File: src/rtl/pclk_gate_pkg.sv
package pclk_gate_pkg;
  // register kind, taken from address bits [3:2]
  typedef enum logic [1:0] {
    KIND_SET  = 2'd0,
    KIND_CLR  = 2'd1,
    KIND_STAT = 2'd2,
    KIND_NONE = 2'd3
  } reg_kind_e;

  localparam int KIND_LSB = 2;
  localparam int GRP_LSB  = 4;

  function automatic int grp_count(input int n_periph, input int w);
    return (n_periph + w - 1) / w;
  endfunction
endpackage

File: src/rtl/pclk_gate_decode.sv
module pclk_gate_decode
  import pclk_gate_pkg::*;
#(
  parameter int ADDR_W = 8,
  parameter int NGRP   = 2,
  parameter int GIDX_W = 1
) (
  input  logic [ADDR_W-1:0] addr,
  input  logic              we,
  output logic [NGRP-1:0]   set_grp,
  output logic [NGRP-1:0]   clr_grp,
  output logic              stat_hit,
  output logic [GIDX_W-1:0] stat_grp
);
  localparam int TOP_LSB = GRP_LSB + GIDX_W;

  reg_kind_e         kind;
  logic [GIDX_W-1:0] gidx;
  logic              upper_clear;
  logic              grp_ok;

  always_comb begin
    kind        = reg_kind_e'(addr[KIND_LSB +: 2]);
    gidx        = addr[GRP_LSB +: GIDX_W];
    upper_clear = (ADDR_W > TOP_LSB) ? ((addr >> TOP_LSB) == '0) : 1'b1;
    grp_ok      = upper_clear && (int'(gidx) < NGRP);
  end

  for (genvar g = 0; g < NGRP; g++) begin : g_sel
    always_comb begin
      set_grp[g] = we && grp_ok && (int'(gidx) == g) && (kind == KIND_SET);
      clr_grp[g] = we && grp_ok && (int'(gidx) == g) && (kind == KIND_CLR);
    end
  end

  always_comb begin
    stat_hit = grp_ok && (kind == KIND_STAT);
    stat_grp = gidx;
  end
endmodule

File: src/rtl/pclk_gate_slice.sv
module pclk_gate_slice #(
  parameter int W          = 32,
  parameter int BASE_ID    = 0,
  parameter int NUM_PERIPH = 64,
  parameter int NUM_RSVD   = 2
) (
  input  logic         clk,
  input  logic         rst,
  input  logic         wr_set,
  input  logic         wr_clr,
  input  logic [W-1:0] wdata,
  output logic [W-1:0] state
);
  for (genvar i = 0; i < W; i++) begin : g_bit
    localparam int ID = BASE_ID + i;
    if (ID < NUM_RSVD) begin : g_fixed
      assign state[i] = 1'b1;
    end else if (ID >= NUM_PERIPH) begin : g_absent
      assign state[i] = 1'b0;
    end else begin : g_flop
      logic q;
      always_ff @(posedge clk) begin
        if (rst)                      q <= 1'b0;
        else if (wr_clr && wdata[i])  q <= 1'b0;   // clear has priority
        else if (wr_set && wdata[i])  q <= 1'b1;
      end
      assign state[i] = q;

      p_set_r2: assert property (@(posedge clk) disable iff (rst)
        (wr_set && wdata[i] && !wr_clr) |=> state[i]);
      p_clear_r3: assert property (@(posedge clk) disable iff (rst)
        (wr_clr && wdata[i]) |=> !state[i]);
      p_hold_r8: assert property (@(posedge clk) disable iff (rst)
        !((wr_set || wr_clr) && wdata[i]) |=> $stable(state[i]));
    end
  end
endmodule

File: src/rtl/pclk_gate_readback.sv
module pclk_gate_readback #(
  parameter int W      = 32,
  parameter int NGRP   = 2,
  parameter int GIDX_W = 1
) (
  input  logic                     clk,
  input  logic                     rst,
  input  logic                     stat_hit,
  input  logic [GIDX_W-1:0]        stat_grp,
  input  logic [NGRP-1:0][W-1:0]   grp_state,
  output logic [W-1:0]             rdata
);
  logic [W-1:0] sel;

  always_comb begin
    sel = '0;
    for (int g = 0; g < NGRP; g++)
      if (stat_hit && int'(stat_grp) == g) sel = grp_state[g];
  end

  always_ff @(posedge clk) begin
    if (rst) rdata <= '0;
    else     rdata <= sel;
  end

  p_zero_r7: assert property (@(posedge clk) disable iff (rst)
    !stat_hit |=> (rdata == '0));
endmodule

File: src/rtl/pclk_gate_bank.sv
module pclk_gate_bank
  import pclk_gate_pkg::*;
#(
  parameter int ADDR_W     = 8,
  parameter int DATA_W     = 32,
  parameter int NUM_PERIPH = 64,
  parameter int NUM_RSVD   = 2
) (
  input  logic                  clk,
  input  logic                  rst,
  input  logic [ADDR_W-1:0]     bus_addr,
  input  logic                  bus_we,
  input  logic [DATA_W-1:0]     bus_wdata,
  output logic [DATA_W-1:0]     bus_rdata,
  output logic [NUM_PERIPH-1:0] clk_en
);
  localparam int NGRP   = grp_count(NUM_PERIPH, DATA_W);
  localparam int GIDX_W = (NGRP > 1) ? $clog2(NGRP) : 1;
  localparam logic [NUM_PERIPH-1:0] RST_EN =
    NUM_PERIPH'((64'd1 << NUM_RSVD) - 64'd1);
  localparam logic [ADDR_W-1:0] A_STAT0 = ADDR_W'(32'h08);
  localparam logic [ADDR_W-1:0] A_SET1  = ADDR_W'(32'h10);

  logic [NGRP-1:0]             set_grp, clr_grp;
  logic                        stat_hit;
  logic [GIDX_W-1:0]           stat_grp;
  logic [NGRP-1:0][DATA_W-1:0] grp_state;

  pclk_gate_decode #(
    .ADDR_W (ADDR_W),
    .NGRP   (NGRP),
    .GIDX_W (GIDX_W)
  ) u_dec (
    .addr     (bus_addr),
    .we       (bus_we),
    .set_grp  (set_grp),
    .clr_grp  (clr_grp),
    .stat_hit (stat_hit),
    .stat_grp (stat_grp)
  );

  for (genvar g = 0; g < NGRP; g++) begin : g_grp
    pclk_gate_slice #(
      .W          (DATA_W),
      .BASE_ID    (g * DATA_W),
      .NUM_PERIPH (NUM_PERIPH),
      .NUM_RSVD   (NUM_RSVD)
    ) u_slice (
      .clk    (clk),
      .rst    (rst),
      .wr_set (set_grp[g]),
      .wr_clr (clr_grp[g]),
      .wdata  (bus_wdata),
      .state  (grp_state[g])
    );
  end

  always_comb begin
    for (int i = 0; i < NUM_PERIPH; i++)
      clk_en[i] = grp_state[i / DATA_W][i % DATA_W];
  end

  pclk_gate_readback #(
    .W      (DATA_W),
    .NGRP   (NGRP),
    .GIDX_W (GIDX_W)
  ) u_rb (
    .clk       (clk),
    .rst       (rst),
    .stat_hit  (stat_hit),
    .stat_grp  (stat_grp),
    .grp_state (grp_state),
    .rdata     (bus_rdata)
  );

  p_reset_r1: assert property (@(posedge clk) disable iff (rst)
    $fell(rst) |-> (clk_en == RST_EN));
  p_status_r4: assert property (@(posedge clk) disable iff (rst)
    (bus_addr == A_STAT0) |=> (bus_rdata == $past(clk_en[DATA_W-1:0])));
  p_fixed_r6: assert property (@(posedge clk) disable iff (rst)
    (bus_addr == A_STAT0) |=> (bus_rdata[NUM_RSVD-1:0] == '1));

  if (NUM_PERIPH > DATA_W) begin : g_hi_chk
    p_map_r5: assert property (@(posedge clk) disable iff (rst)
      (bus_we && bus_addr == A_SET1 && bus_wdata[0]) |=> clk_en[DATA_W]);
  end
endmodule

File: config.mk
export PLATFORM = sky130hd
export DESIGN_NAME = pclk_gate_bank
export DESIGN_NICKNAME = d
export VERILOG_FILES = /design/src/rtl/pclk_gate_pkg.sv /design/src/rtl/pclk_gate_decode.sv /design/src/rtl/pclk_gate_slice.sv /design/src/rtl/pclk_gate_readback.sv /design/src/rtl/pclk_gate_bank.sv
export SDC_FILE = /design/constraint.sdc
export NUM_CORES = 1
export LEC_CHECK = 0
export BUFFER_PORTS_ARGS = -buffer_cell sky130_fd_sc_hd__buf_4
export CELL_PAD_IN_SITES_DETAIL_PLACEMENT = 0
export CELL_PAD_IN_SITES_GLOBAL_PLACEMENT = 1
export CORE_MARGIN = 2
export CORE_UTILIZATION = 38
export CTS_CLUSTER_SIZE = 10
export DETAILED_ROUTE_END_ITERATION = 7
export HOLD_SLACK_MARGIN = 0.12
export PLACE_DENSITY_LB_ADDON = 0.05
export SLEW_MARGIN = 10
export SYNTH_ARGS = -nofsm -noshare
export SYNTH_HDL_FRONTEND = slang
export SYNTH_HIERARCHICAL = 1
export SYNTH_SLANG_ARGS = --single-unit
File: constraint.sdc
create_clock -name clk -period 2.4 [get_ports clk]
set_input_delay 0.24 -clock clk [delete_from_list [all_inputs] [get_ports clk]]
set_output_delay 0.24 -clock clk [all_outputs]
set_load 0.1 [all_outputs]
==> metrics.txt <==
status finished, final reports clean; Multi-input gate area 1470 um^2; fmax 689 MHz; top cells by area, synth dfxtp_1 47%, buf_4 13%, a211oi_2 9.9%, mux2i_1 7.9%, a21oi_1 7.6%; share of post-route cells with drive strength above 1 40.9%; Worst R2R Path Depth 2; DR vias 3043; Buf/Inv on CP 2; Hold WC Path Type input pin to flip-flop; die width 107 um; sequential power share 53.5%; final critical-path setup slack 0.949 ns; hpwl dp 6520 um; Gate power share 8.6%; Total Power 2.93 mW; die height 107 um; CTS buffer count 9; initial antenna violation count 0; Layout Skew 0.00650 ns; # port buffers 134; n_diodes 0; Hold Fails Final Rpt 0; dpl ws 0.562 ns; WP depth 6; Layout Nets 528; vias in the first global route 2800; fin crit share 60.5%; worst setup path start bus_addr[7]; P_sw 0.684 mW; critical path arrival 1.73 ns; die area 11500 um^2; final count of pins violating max slew 0; final-layout fill cell count 981; proportion of synthesized area in mux cells 7.94%; post-route ant nets 0; Yosys top cell area share 46.7%; clk_lat worst skew 0.36 ns; first-pass GRT wire length 15100 um; adder-cell share of the synthesized area 0%; VDD IR-drop max 242 uV; htree depth 3; synthesized cell area 4030 um^2; Root Driver clkbuf_8; Worst R2R End g_grp[0].u_slice/g_bit[18].g_flop.q; P_leak 2.10 nW; final RePlAce weighted congestion 0.697; Finish-stage setup viols 0; final setup TNS 0 ns; Crit-path slowest cell or3_4; most used cell, CP buf_4; worst path cell trace buf_4 -> or3_4 -> nor4_2 -> buf_4 -> a21oi_1 -> a211oi_1; Simple-Gate Fraction of Synth Area 4.56%; Clock power frac 37.9%; DRC viols 0; Sw Share 23.3%; HP Start rst; Seq/Total Area, Yosys 46.7%; startpoint types input pin; setup repair bufs after CTS 0; Total GRT Usage 17.0%; Layout area overhead 27.9%; cell family with most CP delay simple AND/OR/NAND/NOR gates; Int Pwr 2.25 mW; CP Class input pin to flip-flop; CP endpoint g_grp[1].u_slice/g_bit[1].g_flop.q; CTS sink cnt 94; Post-Synthesis Cells 383; Core Util, Final 50.0%; Yosys warning count 6; largest net degree at the start of global routing 35; Worst-path clk slew 0.09 ns; #FFs+latches synth 94; GRT Residual Overflow 0; post-DR wirelength/cell 15.6 um; Pre-Repair DR Iteration Count 4; complex-gate fraction of the synthesized area 23.3%; crit path time final 1.45 ns; Synth area leader dfxtp_1; Avg Cell Area, Syn 10.5 um^2; Core Area 10300 um^2; Initial Util 39.1%; P per Cell Area 568 nW/um^2; hold slack final 0.338 ns; CP endpoint kind flip-flop; CP max FO 16; slowest stage delay, CP 0.43 ns; drt initial violations 123; io pins 139; Synth Area in XOR/XNOR 0%; Worst EP required 2.68 ns; register area 1880 um^2; total of max-cap violations 0; Clock Path Buffers 2; largest family of logic cells by synthesized area compound AO/OA/AOI/OAI gates; worst reg-to-reg setup slack 1.69 ns; post-synth cell types 19; RSZ-0062 raised after global routing no; R2R Path Start g_grp[0].u_slice/g_bit[18].g_flop.q; row count 37; Routed Wire Length 9720 um; routed vias/inst 4.87; CTS tree built
[cell families after synthesis]
logic type | Yosys count
AOI/OAI and AO/OA | 124
DFF | 94
buffers and inverters | 90
and+or+nand+nor | 42
muxes | 32
other | 1
[through the flow]
stage               instance area, um^2  cells
floorplan                          4040    384
global placement                   4640    578
detailed placement                 4640    578
CTS                                5160    625
global route                       5160    625
finish                             5160    625
[synth_stat cells]
| cell type | count |
|---|---|
| mux2i_1 | 32 |
| buf_12 | 3 |
| dfxtp_1 | 94 |
| conb_1 | 1 |
| nor2_1 | 32 |
| nor4_1 | 2 |
| nor3b_1 | 1 |
| buf_6 | 7 |
| a211oi_2 | 32 |
| nand2b_1 | 3 |
| a211oi_1 | 30 |
| a21oi_1 | 61 |
| clkbuf_1 | 4 |
| nand2_1 | 1 |
| buf_4 | 68 |
| or3_4 | 1 |
| buf_2 | 8 |
| nor3_1 | 2 |
| a21oi_2 | 1 |
[registers in the layout (all words and copies together) (netlist names)]
register                      count
g_grp.u_slice/g_bit.g_flop.q     62
u_rb/rdata                       32
[cell type report]
class	count	share of cell area, %
multi-input cells	200	28.6
well taps	136	3.30
clock inverters	5	1.45
flip-flops and latches	94	36.5
repair buffers	180	27.7
clock buffers	10	2.47
[what timing repair did]
| item | 4_1_cts | 5_1_grt |
|---|---|---|
| endpoints found under the setup margin | 0 | 0 |
| hold buffers | 32 | 0 |
| hold endpoints to repair | 62 | 0 |
| gates resized for setup | 0 | 0 |
[placed cells by master (no fill, tap or decap)]
cell type	Yosys	final
clkbuf_8	0	9
clkbuf_1	4	1
nor2_1	32	32
dlygate4sd3_1	0	32
clkinv_2	0	3
bufinv_16	0	2
buf_4	68	148
a21oi_1	61	61
or3_4	1	1
nand2b_1	3	3
dfxtp_1	94	94
nor3_2	0	2
nand2_1	1	1
a21oi_2	1	1
a211oi_2	32	32
mux2i_1	32	32
nor3b_1	1	1
nor4_2	0	2
conb_1	1	2
a211oi_1	30	30
[routing by layer]
layer  up-vias  GRT usage (%)  wire length (um)
met5         -              0                 0
met4         0           8.16               186
met3        12           3.10               525
met2       103           25.4              4330
met1      1430           23.6              4680
li1       1498              -                 -
[power by group through the flow]
stage	clock, mW	sequential, mW	combinational [mW]
floorplan	0	1.60	0.129
global placement	0	1.60	0.208
detailed placement	0	1.60	0.210
CTS	1.16	1.57	0.253
global route	1.20	1.57	0.269
finish	1.11	1.57	0.252
[how the worst min path moves through the flow]
stage                                                endpoint  depth (start not counted)
after floorplan           g_grp[1].u_slice/g_bit[30].g_flop.q                          1
after global placement     g_grp[1].u_slice/g_bit[0].g_flop.q                          2
after detailed placement   g_grp[1].u_slice/g_bit[1].g_flop.q                          2
after CTS                  g_grp[0].u_slice/g_bit[3].g_flop.q                          2
after global routing                           u_rb/rdata[26]                          3
final                      g_grp[0].u_slice/g_bit[3].g_flop.q                          2
(Power assumes the default switching activity.)
